$ cat src/rtl/tdm_clk_pkg.sv
package tdm_clk_pkg;

  typedef enum logic [1:0] {
    DAC_W32 = 2'd0,
    DAC_W24 = 2'd1,
    DAC_W20 = 2'd2,
    DAC_W16 = 2'd3
  } dac_width_e;

  function automatic int unsigned dac_bits(input dac_width_e w);
    case (w)
      DAC_W32: return 32;
      DAC_W24: return 24;
      DAC_W20: return 20;
      default: return 16;
    endcase
  endfunction

endpackage

$ cat src/rtl/tdm_edge_pacer.sv
module tdm_edge_pacer #(
  parameter int TICKS_PER_GROUP = 3125,
  parameter int HALVES          = 64
) (
  input  logic clk,
  input  logic rst_n,
  output logic bclk,
  output logic rise_stb,
  output logic fall_stb
);
  localparam int BASE = TICKS_PER_GROUP / HALVES;
  localparam int REM  = TICKS_PER_GROUP - BASE * HALVES;
  localparam int IW   = $clog2(HALVES);
  localparam int CW   = $clog2(BASE + 2);

  function automatic logic [CW-1:0] span_of(input int idx);
    int extra;
    extra = ((idx + 1) * REM) / HALVES - (idx * REM) / HALVES;
    return CW'(BASE + extra);
  endfunction

  // Constant spacing table, one entry per half-period of a group
  logic [CW-1:0] span_tbl [HALVES];
  for (genvar g = 0; g < HALVES; g++) begin : g_span
    assign span_tbl[g] = span_of(g);
  end

  logic [IW-1:0] half_q, half_d;
  logic [CW-1:0] tick_q, tick_d;
  logic          bclk_d;
  logic          half_end;

  always_comb begin
    half_end = (tick_q == span_tbl[half_q] - 1'b1);
    tick_d   = half_end ? '0 : tick_q + 1'b1;
    half_d   = half_q;
    bclk_d   = bclk;
    if (half_end) begin
      half_d = (half_q == IW'(HALVES - 1)) ? '0 : half_q + 1'b1;
      bclk_d = ~bclk;
    end
    rise_stb = half_end & ~bclk;
    fall_stb = half_end & bclk;
  end

  always_ff @(posedge clk or negedge rst_n) begin
    if (!rst_n) begin
      tick_q <= '0;
      half_q <= '0;
      bclk   <= 1'b0;
    end else begin
      tick_q <= tick_d;
      half_q <= half_d;
      bclk   <= bclk_d;
    end
  end

endmodule

$ cat src/rtl/tdm_rx_deser.sv
module tdm_rx_deser #(
  parameter int SLOT_BITS = 32,
  parameter int MIC_BITS  = 24
) (
  input  logic                 clk,
  input  logic                 rst_n,
  input  logic                 rise_stb,
  input  logic                 last_bit,
  input  logic                 sdin,
  output logic                 rx_valid,
  output logic [SLOT_BITS-1:0] rx_slot0,
  output logic [SLOT_BITS-1:0] rx_slot1
);
  localparam int FRAME_BITS = 2 * SLOT_BITS;
  localparam int PAD        = SLOT_BITS - MIC_BITS;

  logic [FRAME_BITS-1:0] shreg_q, shreg_d;
  logic [SLOT_BITS-1:0]  ext   [2];
  logic [SLOT_BITS-1:0]  slot0_d, slot1_d;
  logic                  valid_d;

  always_comb shreg_d = rise_stb ? {shreg_q[FRAME_BITS-2:0], sdin} : shreg_q;

  // Per-slot extraction of the top MIC_BITS, sign-extended
  for (genvar s = 0; s < 2; s++) begin : g_slot
    localparam int TOP = FRAME_BITS - 1 - s * SLOT_BITS;
    assign ext[s] = {{PAD{shreg_d[TOP]}}, shreg_d[TOP -: MIC_BITS]};
  end

  always_comb begin
    valid_d = rise_stb & last_bit;
    slot0_d = valid_d ? ext[0] : rx_slot0;
    slot1_d = valid_d ? ext[1] : rx_slot1;
  end

  always_ff @(posedge clk or negedge rst_n) begin
    if (!rst_n) begin
      shreg_q  <= '0;
      rx_valid <= 1'b0;
      rx_slot0 <= '0;
      rx_slot1 <= '0;
    end else begin
      shreg_q  <= shreg_d;
      rx_valid <= valid_d;
      rx_slot0 <= slot0_d;
      rx_slot1 <= slot1_d;
    end
  end

endmodule

$ cat src/rtl/tdm_tx_ser.sv
module tdm_tx_ser
  import tdm_clk_pkg::*;
#(
  parameter int SLOT_BITS = 32
) (
  input  logic                 clk,
  input  logic                 rst_n,
  input  logic                 fall_stb,
  input  logic                 last_bit,
  input  logic [SLOT_BITS-1:0] tx_slot0,
  input  logic [SLOT_BITS-1:0] tx_slot1,
  input  logic [1:0]           tx_width,
  output logic                 sdout
);
  localparam int FRAME_BITS = 2 * SLOT_BITS;

  logic [FRAME_BITS-1:0] shreg_q, shreg_d;
  logic [SLOT_BITS-1:0]  word0, word1;
  int unsigned           lsh;

  always_comb begin
    lsh   = SLOT_BITS - dac_bits(dac_width_e'(tx_width));
    word0 = SLOT_BITS'(tx_slot0 << lsh);
    word1 = SLOT_BITS'(tx_slot1 << lsh);
    if (fall_stb && last_bit)
      shreg_d = {word0, word1};
    else if (fall_stb)
      shreg_d = {shreg_q[FRAME_BITS-2:0], 1'b0};
    else
      shreg_d = shreg_q;
  end

  always_ff @(posedge clk or negedge rst_n) begin
    if (!rst_n) shreg_q <= '0;
    else        shreg_q <= shreg_d;
  end

  assign sdout = shreg_q[FRAME_BITS-1];

endmodule

$ cat src/rtl/tdm_frame_clock_gen.sv
module tdm_frame_clock_gen #(
  parameter int TICKS_PER_GROUP = 3125,
  parameter int SLOT_BITS       = 32,
  parameter int MIC_BITS        = 24
) (
  input  logic                 clk,
  input  logic                 rst_n,
  input  logic [SLOT_BITS-1:0] tx_slot0,
  input  logic [SLOT_BITS-1:0] tx_slot1,
  input  logic [1:0]           tx_width,
  input  logic                 sdin,
  output logic                 bclk,
  output logic                 fsync,
  output logic                 sdout,
  output logic                 rx_valid,
  output logic [SLOT_BITS-1:0] rx_slot0,
  output logic [SLOT_BITS-1:0] rx_slot1
);
  localparam int HALVES     = 2 * SLOT_BITS;
  localparam int FRAME_BITS = 2 * SLOT_BITS;
  localparam int BW         = $clog2(FRAME_BITS);

  logic [1:0]    rst_pipe;
  logic          core_rst_n;
  logic          rise_stb, fall_stb, last_bit;
  logic [BW-1:0] bit_q, bit_d;
  logic          fsync_d;

  // Assert asynchronously, release on the clock
  always_ff @(posedge clk or negedge rst_n) begin
    if (!rst_n) rst_pipe <= '0;
    else        rst_pipe <= {rst_pipe[0], 1'b1};
  end
  assign core_rst_n = rst_pipe[1];

  tdm_edge_pacer #(.TICKS_PER_GROUP(TICKS_PER_GROUP), .HALVES(HALVES)) u_pacer (
    .clk(clk), .rst_n(core_rst_n), .bclk(bclk),
    .rise_stb(rise_stb), .fall_stb(fall_stb)
  );

  always_comb begin
    last_bit = (bit_q == BW'(FRAME_BITS - 1));
    bit_d    = bit_q;
    fsync_d  = fsync;
    if (fall_stb) begin
      bit_d   = last_bit ? '0 : bit_q + 1'b1;
      fsync_d = last_bit;
    end
  end

  always_ff @(posedge clk or negedge core_rst_n) begin
    if (!core_rst_n) begin
      bit_q <= '0;
      fsync <= 1'b1;
    end else begin
      bit_q <= bit_d;
      fsync <= fsync_d;
    end
  end

  tdm_rx_deser #(.SLOT_BITS(SLOT_BITS), .MIC_BITS(MIC_BITS)) u_rx (
    .clk(clk), .rst_n(core_rst_n), .rise_stb(rise_stb), .last_bit(last_bit),
    .sdin(sdin), .rx_valid(rx_valid), .rx_slot0(rx_slot0), .rx_slot1(rx_slot1)
  );

  tdm_tx_ser #(.SLOT_BITS(SLOT_BITS)) u_tx (
    .clk(clk), .rst_n(core_rst_n), .fall_stb(fall_stb), .last_bit(last_bit),
    .tx_slot0(tx_slot0), .tx_slot1(tx_slot1), .tx_width(tx_width), .sdout(sdout)
  );

endmodule

$ cat config.mk
export PLATFORM = sky130hd
export DESIGN_NAME = tdm_frame_clock_gen
export DESIGN_NICKNAME = d
export VERILOG_FILES = /design/src/rtl/tdm_clk_pkg.sv /design/src/rtl/tdm_edge_pacer.sv /design/src/rtl/tdm_rx_deser.sv /design/src/rtl/tdm_tx_ser.sv /design/src/rtl/tdm_frame_clock_gen.sv
export SDC_FILE = /design/constraint.sdc
export NUM_CORES = 1
export LEC_CHECK = 0
export ABC_AREA = 1
export ABC_CLOCK_PERIOD_IN_PS = 17900
export BUFFER_PORTS_ARGS = -buffer_cell sky130_fd_sc_hd__clkbuf_2
export CAP_MARGIN = 5
export CORE_ASPECT_RATIO = 1.5
export CORE_MARGIN = 2
export CORE_UTILIZATION = 55
export CTS_CLUSTER_SIZE = 24
export DETAILED_ROUTE_END_ITERATION = 10
export PLACE_DENSITY = 0.8
export SETUP_SLACK_MARGIN = 0.15
export SYNTH_ARGS = -nofsm -noshare
export SYNTH_HDL_FRONTEND = slang
export SYNTH_SLANG_ARGS = --single-unit
export TNS_END_PERCENT = 5
$ cat constraint.sdc
create_clock -name clk -period 17.9 [get_ports clk]
set_input_delay 0.895 -clock clk [delete_from_list [all_inputs] [get_ports clk]]
set_output_delay 0.895 -clock clk [all_outputs]
set_load 0.03 [all_outputs]
After elaboration in Yosys (flattened, before gate mapping)
Memory sizes are Yosys's and may differ from the RTL's.
Index checks and enable logic that the tools add are counted.

cells by class
  multipliers = 0
  $lt $le $gt $ge = 1
  equality and inequality tests = 5
  reduce and logical (&&, ||, !) cells = 3
  shift operators = 2
  bitwise gates (word level) = 5
  divide/modulo/power cells = 0
  add/subtract/negate cells = 5
  muxes and demuxes = 9

operators by type and width
  operator                                                            count
  64-bit 2-to-1 mux                                                   3
  32-bit by 32-bit << shifter with 32-bit output                      2
  6-bit 2-to-1 mux                                                    5
  6-bit by 1-bit adder with 6-bit output, second input constant       3
  6-bit one-hot mux with 3 select lines                               1
  6-bit == test, second input constant                                2
  7-bit greater-or-equal comparator, second input constant            1
  6-bit NOT with 7-bit output                                         1
  6-bit by 6-bit subtractor with 7-bit output, first input constant   1
  6-bit == test                                                       1
  6-bit by 1-bit subtractor with 6-bit output, second input constant  1
  1-bit bitwise AND                                                   3
  2-bit by 1-bit == test with 1-bit output, second input constant     1
  2-bit == test, second input constant                                1
  2-bit logical NOT                                                   1
  2-bit nonzero test                                                  1
  1-bit logical AND                                                   1
  1-bit NOT                                                           1

storage, ports and cells
  input port bits = 69
  register bits = 199
  memories kept = 1
  word-level logic and storage cells = 43
  bits in writable memories = 0
  latch bits = 0
  output and inout port bits = 68
  bits in read-only memories = 384

memories
  memory           depth  width  read ports  clocked after memory_dff  wr ports  RTL line              source
  (no name shown)  64     6      1           0                         0         tdm_edge_pacer.sv:34  half_end = (tick_q == span_tbl[half_q] - 1'b1);

Longest topological paths before layout
Gate-level depths: netlist of run 1.

  word-level depth = 9
  depth in mapped cells = 15
  gate-level depth less buffers = 14

By module
From an unflattened synthesis of run 1, not the netlist that was laid out.

unflattened totals
  cells, all modules = 1387
  area total of the unflattened synthesis = 10446.3 um2

by module, submodules not included
  module               area each (um2)  times used  cells each  sequential area each (um2)
  tdm_tx_ser           4588.2           1           724         1601.5
  tdm_rx_deser         4476.8           1           492         2802.7
  tdm_edge_pacer       947.2            1           118         325.3
  tdm_frame_clock_gen  434.2            1           53          226.5

Worst setup path after synthesis of run 1
No wires, ideal clock.

  kind = input to register
  start point = input tx_width[0]
  end point = register u_tx.shreg_q[56]
  slack = 15.370 ns
  setup time = 0.113 ns
  arrival time = 2.416 ns
  required time = 17.787 ns
  cell stages on the path = 12
  path buffers = 3
  cells stage by stage = inv_1 > ha_1 > clkbuf_1 > clkbuf_1 > clkbuf_1 > nand2_1 > nand3_1 > o21ai_0 > a21oi_1 > nand3_1 > nand2_1 > inv_1

between the ends
  longest elaborated chain between the ends = 5
  elaborated cells on any way between the ends = 7
  those cells by class = add/sub: 1; eq/ne: 2; shift: 1; mux: 2; reduce/logical: 1

RTL lines
  item                                                RTL line                   source
  start, declared                                     tdm_frame_clock_gen.sv:10  input logic [1:0] tx_width,
  2-bit == test, or another cell as far along         tdm_clk_pkg.sv:11          case (w)
  6-bit one-hot mux with 3 select lines (*)           tdm_clk_pkg.sv:11
  6-bit by 6-bit subtractor with 7-bit output (*)     tdm_tx_ser.sv:22           lsh = SLOT_BITS - dac_bits(dac_width_e'(tx_width));
  32-bit by 32-bit << shifter with 32-bit output (*)  tdm_tx_ser.sv:23           word0 = SLOT_BITS'(tx_slot0 << lsh);
  64-bit 2-to-1 mux (*)                               tdm_tx_ser.sv:25           if (fall_stb && last_bit)
  end signal, assigned                                tdm_tx_ser.sv:35           else shreg_q <= shreg_d;
  end, declared                                       tdm_tx_ser.sv:17           logic [FRAME_BITS-1:0] shreg_q, shreg_d;

Every way passes the cells marked *; elsewhere a longest branch is shown, timed or not.
A chain may end at the register's enable or synchronous reset.

Worst setup path in the final report of run 1
  start point = input tx_width[0]
  end point = register u_tx.shreg_q[55]

The elaborated chain is that of the path after synthesis.

==> impl_metrics.ini, run 1 <==
[synth]
synth_area_um2 = 10800
synth.distinct_cells = 33
ys_seq_area_share_pct = 45.8
syn_nets = 1587
syn_area_per_cell_um2 = 7.17
yosys_warnings = 0
netlist_instances = 1508
synth-seq-cells = 198

[routing]
avgRoutedWirePerCell_um = 14.0
drtIter0Drc = 937
wl_mm = 25.6
ant_nets = 0
drc_errors = 0
via_per_inst = 5.37
drt_pass1_iterations = 6
vias = 9794

[grt]
grt_max_degree = 101
antenna_found_initial = 0
grt_pass1_vias = 9134
met1_usage_pct = 32.6
grt.overflow.total = 0
busiest_layer = met2
grt_pass1_wl_mm = 43.0
grt_use_total_pct = 25.1
grtUsageMet3_pct = 4.45
met2_usage_pct = 41.4

[floorplan]
core_um2 = 19200
initial_utilization_pct = 56.2
die_area_um2 = 20800
die_h_um = 176
die_w_um = 119
rows = 62
io_pins = 137

[critical_path]
crit_path_max_incr_delay_ns = 0.92
cp_slowest_cell = ha_2
worst-path-max-fanout = 75
crit_top_cell = nand2_1
arrival_ns = 4.27
worstReg2RegStart = u_pacer.half_q[0]$_DFFE_PN0N_
rr_worst_depth = 13
start_kind = input pin
required_ns = 18.29
cp-end-kind = register
reg2reg_to = u_rx.rx_slot1[7]$_DFFE_PN0P_
cp_cell_sequence = clkbuf_2, inv_1, ha_2, clkinv_1, buf_4, nand2_1, o21ai_0, or2_2, nand2_1, nand3_1, nand2_1, inv_1, nand3_1, nand2_1, inv_1
worst-path-buf-inv = 6
worstSetupPathType = in -> reg
cp_top_family = buffers and inverters
r2r_setup_slack_ns = 14.28

[sta]
finalMaxSlewViolations = 0
setup_viol = 0
hold_ws_ns = 0.224
rsz0062_at_grt = no
finalSetupTns_ns = 0
fin_skew_ns = 0.0161
fin_ws_ns = 14.02
final.min_clock_period_ns = 3.88
max_freq_ghz = 0.258
fin_crit_sh_pct = 21.7
hold_violations = 0
tightest_slew_ns = 1.19
slew_headroom_pct = 20.7

[cells_and_area]
layout_commonest_cell = nand2_1
syn2layout_area_growth_pct = 10.8
drive_gt1_share_pct = 12.9
layout.nets = 1634
final_core_util_pct = 62.3
final_cell_mix = nand2_1 (529), dfrtp_1 (195), inv_1 (173)
final_cells = 1824
finalInstanceArea_um2 = 12000
n_antenna_cell = 0

[power_and_ir_drop]
p_per_area_nw_per_um2 = 74.7
power.leakage_nw = 6.79
p_total_uw = 895
ir_drop_uv = 76.3

[place]
io_buffers = 136
placed_area_um2 = 11400
gp_congestion = 0.898
place_ws_ns = 13.58
dp.cells = 1792
hpwl_mm = 16.4

[clocking]
hold_buffers = 0
cts_root_buf = clkbuf_16
clockBufferDepth = 2
clock-sinks = 198
insertion_delay_ns = 0.45
htree_levels = 4
postCtsResizedCells = 0
clkSlewWorstSetupHoldPaths_ns = 0.08
cts_inserted_buffers = 17
post_cts_buffers = 0
cts_tree = built

[run]
maxCapViolCount = 0

[outcome]
outcome = complete, no violations

[hold_path]
min_path_type = in -> async
==> layer usage <==
| layer | routed length, um | part of all wire (%) |
|---|---|---|
| met5 | 0 | 0 |
| met4 | 642 | 2.5 |
| met3 | 1370 | 5.4 |
| met2 | 12400 | 49 |
| met1 | 11100 | 44 |
==> sequential cells by signal, indices dropped and copies added (netlist names) <==
name            count
u_rx.shreg_q       63
bit_q               6
rst_pipe            2
u_rx.rx_valid       1
u_rx.rx_slot0      24
u_pacer.tick_q      6
u_tx.shreg_q       64
u_pacer.half_q      6
u_pacer.bclk        1
u_rx.rx_slot1      24
fsync               1
==> power by group <==
part	leakage, nW	switching, mW	internal, mW
registers	2.43	0.00284	0.447
clock network	0.298	0.194	0.193
logic	4.07	0.0406	0.0174
==> cells by family after synthesis <==
family	share of synthesized area (%)
adder cells (fa/ha/maj)	1.16
flip-flops	45.8
AND/OR/NAND/NOR	31.3
AO/OA/AOI/OAI	9.51
buffers and inverters	11.4
multiplexers	0.0925
other	0.0347
XOR/XNOR	0.648
==> Yosys cell counts <==
library cell,count,area share (%)
xor2_1,6,0.49
o22ai_1,8,0.46
o31a_1,2,0.16
nand3_2,1,0.093
nor3_1,2,0.093
nor4_1,1,0.058
clkinv_1,3,0.10
nand2_1,531,18
buf_2,29,1.3
o21ai_1,1,0.046
buf_1,2,0.069
conb_1,1,0.035
mux2i_1,1,0.093
clkbuf_1,70,2.4
nand3_1,159,7.4
or2_2,8,0.46
a21oi_1,32,1.5
a22oi_1,25,1.7
o211a_1,1,0.093
ha_1,10,1.2
o21ai_0,101,4.7
a31oi_1,4,0.23
dfstp_2,1,0.24
inv_2,4,0.14
o211ai_1,6,0.42
nand4_1,49,2.8
xnor2_1,2,0.16
dfrtp_1,197,46
nor2_1,55,1.9
buf_4,19,1.3
inv_1,173,6.0
a211oi_1,3,0.21
nor2_4,1,0.10
==> final cells by class <==
cell class | count | area (um2)
Multi-Input combinational cell | 1010 | 4640
Tap cell | 256 | 320
Clock inverter | 14 | 170
Sequential cell | 198 | 4960
Clock buffer | 18 | 439
Timing Repair Buffer | 148 | 771
Inverter | 180 | 677
Fill cell | 1768 | 7260
==> worst max-delay path by stage <==
stage | endpoint | from | cells past startpoint | slack [ns]
finish | u_tx.shreg_q[55]$_DFFE_PN0P_ | tx_width[0] | 15 | 14.02
CTS | u_tx.shreg_q[63]$_DFFE_PN0P_ | tx_width[0] | 13 | 14.07
detailed placement | u_tx.shreg_q[63]$_DFFE_PN0P_ | tx_width[0] | 13 | 13.58
global route | u_tx.shreg_q[63]$_DFFE_PN0P_ | tx_width[0] | 13 | 13.57
global placement | u_tx.shreg_q[55]$_DFFE_PN0P_ | tx_width[0] | 15 | 13.71
floorplan | bit_q[0]$_DFFE_PN0P_ | rst_pipe[1]$_DFF_PN0_ | 0 | 11.98
Note: power is estimated with default switching activity, not from simulation.
==> inputs of run 2 (changes only) <==
--- a/config.mk
+++ b/config.mk
@@ -6,7 +6,7 @@
 export NUM_CORES = 1
 export LEC_CHECK = 0
 export ABC_AREA = 1
-export ABC_CLOCK_PERIOD_IN_PS = 17900
+export ABC_CLOCK_PERIOD_IN_PS = 3900
 export BUFFER_PORTS_ARGS = -buffer_cell sky130_fd_sc_hd__clkbuf_2
 export CAP_MARGIN = 5
 export CORE_ASPECT_RATIO = 1.5
==> constraint.sdc (replaced) <==
create_clock -name clk -period 3.9 [get_ports clk]
set_input_delay 0.195 -clock clk [delete_from_list [all_inputs] [get_ports clk]]
set_output_delay 0.195 -clock clk [all_outputs]
set_load 0.03 [all_outputs]
==> impl_metrics.ini, run 2 (synthesis gave the netlist of run 1 again) <==
[grt]
grt_pass1_wl_mm = 43.7
grtUsageMet3_pct = 3.96
met1_usage_pct = 32.9
antenna_found_initial = 0
grt_use_total_pct = 25.4
busiest_layer = met2
met2_usage_pct = 42.9
grt.overflow.total = 0
grt_pass1_vias = 9213
grt_max_degree = 114

[floorplan]
io_pins = 137
die_h_um = 176
initial_utilization_pct = 56.2
die_area_um2 = 20800
rows = 62
die_w_um = 119
core_um2 = 19200

[clocking]
cts_tree = built
clockBufferDepth = 2
insertion_delay_ns = 0.44
cts_root_buf = clkbuf_16
clock-sinks = 198
clkSlewWorstSetupHoldPaths_ns = 0.07
htree_levels = 4
cts_inserted_buffers = 17

[routing]
drc_errors = 0
wl_mm = 25.9
avgRoutedWirePerCell_um = 14.1
via_per_inst = 5.36
ant_nets = 0
vias = 9830
drt_pass1_iterations = 5
drtIter0Drc = 734

[cells_and_area]
finalInstanceArea_um2 = 12100
regMostFlops = u_tx.shreg_q
layout.nets = 1643
syn2layout_area_growth_pct = 11.5
largest_register_ffs = 64
reg.largest.list = u_tx.shreg_q x64, u_rx.shreg_q x63
layout_commonest_cell = nand2_1
n_antenna_cell = 0
fillers = 1774
final_cell_mix = nand2_1 (529), dfrtp_1 (195), inv_1 (173)
drive_gt1_share_pct = 13.2

[hold_path]
min_path_type = in -> async

[power_and_ir_drop]
ir_drop_uv = 353
p_per_area_nw_per_um2 = 342
power.leakage_nw = 6.83
p_total_mw = 4.13

[place]
gp_congestion = 0.902
io_buffers = 136
hpwl_mm = 17.1
place_ws_ns = 0.918
placed_area_um2 = 11400

[sta]
finalMaxSlewViolations = 0
hold_ws_ns = 0.0840
slew_headroom_pct = 28.9
rsz0062_at_grt = no
tightest_slew_ns = 1.07
max_freq_ghz = 0.336
final.min_clock_period_ns = 2.98
finalSetupTns_ns = 0
setup_viol = 0
fin_crit_sh_pct = 76.4
hold_violations = 0
fin_ws_ns = 0.922
fin_skew_ns = 0.0162

[critical_path]
required_ns = 4.22
cp-end-kind = register
worst-path-max-fanout = 51
arrival_ns = 3.30
start_kind = register
worstSetupPathType = reg -> reg

[run]
maxCapViolCount = 0

[outcome]
outcome = complete, no violations
-- run 2: cell count changes in the layout (fill, tap and decap cells not counted), sizes merged --
cell / previous run / this run
clkbuf: 154 / 156
buf: 12 / 19
inv: 185 / 183
clkinvlp: 0 / 2
dlygate4sd3: 0 / 2
bufinv: 0 / 2
clkinv: 9 / 5
-- run 2: per-layer routing --
metal | routed length, um | up-vias | part of all wire, %
li1 | - | 4864 | -
met3 | 1410 | 47 | 5.4
met2 | 12700 | 340 | 49
met1 | 11000 | 4579 | 43
met5 | 0 | - | 0
met4 | 756 | 0 | 2.9
-- run 2: cell type report --
| class | instances | area (um2) | area share [%] |
|---|---|---|---|
| flip-flops and latches | 198 | 4960 | 41.1 |
| multi-input cells | 1010 | 4640 | 38.5 |
| repair buffers | 157 | 868 | 7.20 |
| inverters | 180 | 677 | 5.61 |
| clock buffers | 20 | 457 | 3.79 |
| well taps | 256 | 320 | 2.65 |
| clock inverters | 12 | 140 | 1.16 |
-- run 2: final timing paths --
check | slack, ns | cells past startpoint | end | from
setup / recovery | 0.92 | 8 | u_rx.rx_slot1[10]$_DFFE_PN0P_ | bit_q[0]$_DFFE_PN0P_
hold / removal | 0.08 | 2 | rst_pipe[1]$_DFF_PN0_ | rst_n
setup reg to reg | 0.92 | 8 | u_rx.rx_slot1[10]$_DFFE_PN0P_ | bit_q[0]$_DFFE_PN0P_
hold reg to reg | 0.36 | 0 | rst_pipe[1]$_DFF_PN0_ | rst_pipe[0]$_DFF_PN0_
max in group asynchronous | 2.48 | 1 | u_rx.shreg_q[10]$_DFF_PN0_ | rst_pipe[1]$_DFF_PN0_
min in group clk | 0.18 | 5 | u_tx.shreg_q[0]$_DFFE_PN0P_ | tx_slot1[0]
-- run 2: what timing repair did --
action                    4_1_cts  5_1_grt
resized for setup               0        0
setup buffers                   0        0
hold endpoints to repair        3        0
hold buffers                    2        0
-- run 2: critical path, cell delays in order (launching register included) --
cell     delay [ns]
dfrtp_1        0.41
ha_1           0.21
nand3_1        0.16
nor2_4         0.61
buf_4          0.59
nand3_2        0.29
buf_4          0.38
nand2_1        0.12
nand2_1        0.05
-- run 2: power breakdown --
group	leakage [nW]	internal (mW)	total, mW	switching (mW)
sequential	2.43	2.05	2.07	0.0159
combinational	4.12	0.0842	0.266	0.182
clock	0.290	0.993	1.79	0.800
total	6.83	3.13	4.13	0.998
-- run 2: per-stage QoR --
step	instances	util [%]
floorplan	1508	-
global placement	1799	59.5
detailed placement	1799	59.5
CTS	1833	62.7
global route	1833	62.7
finish	1833	62.7
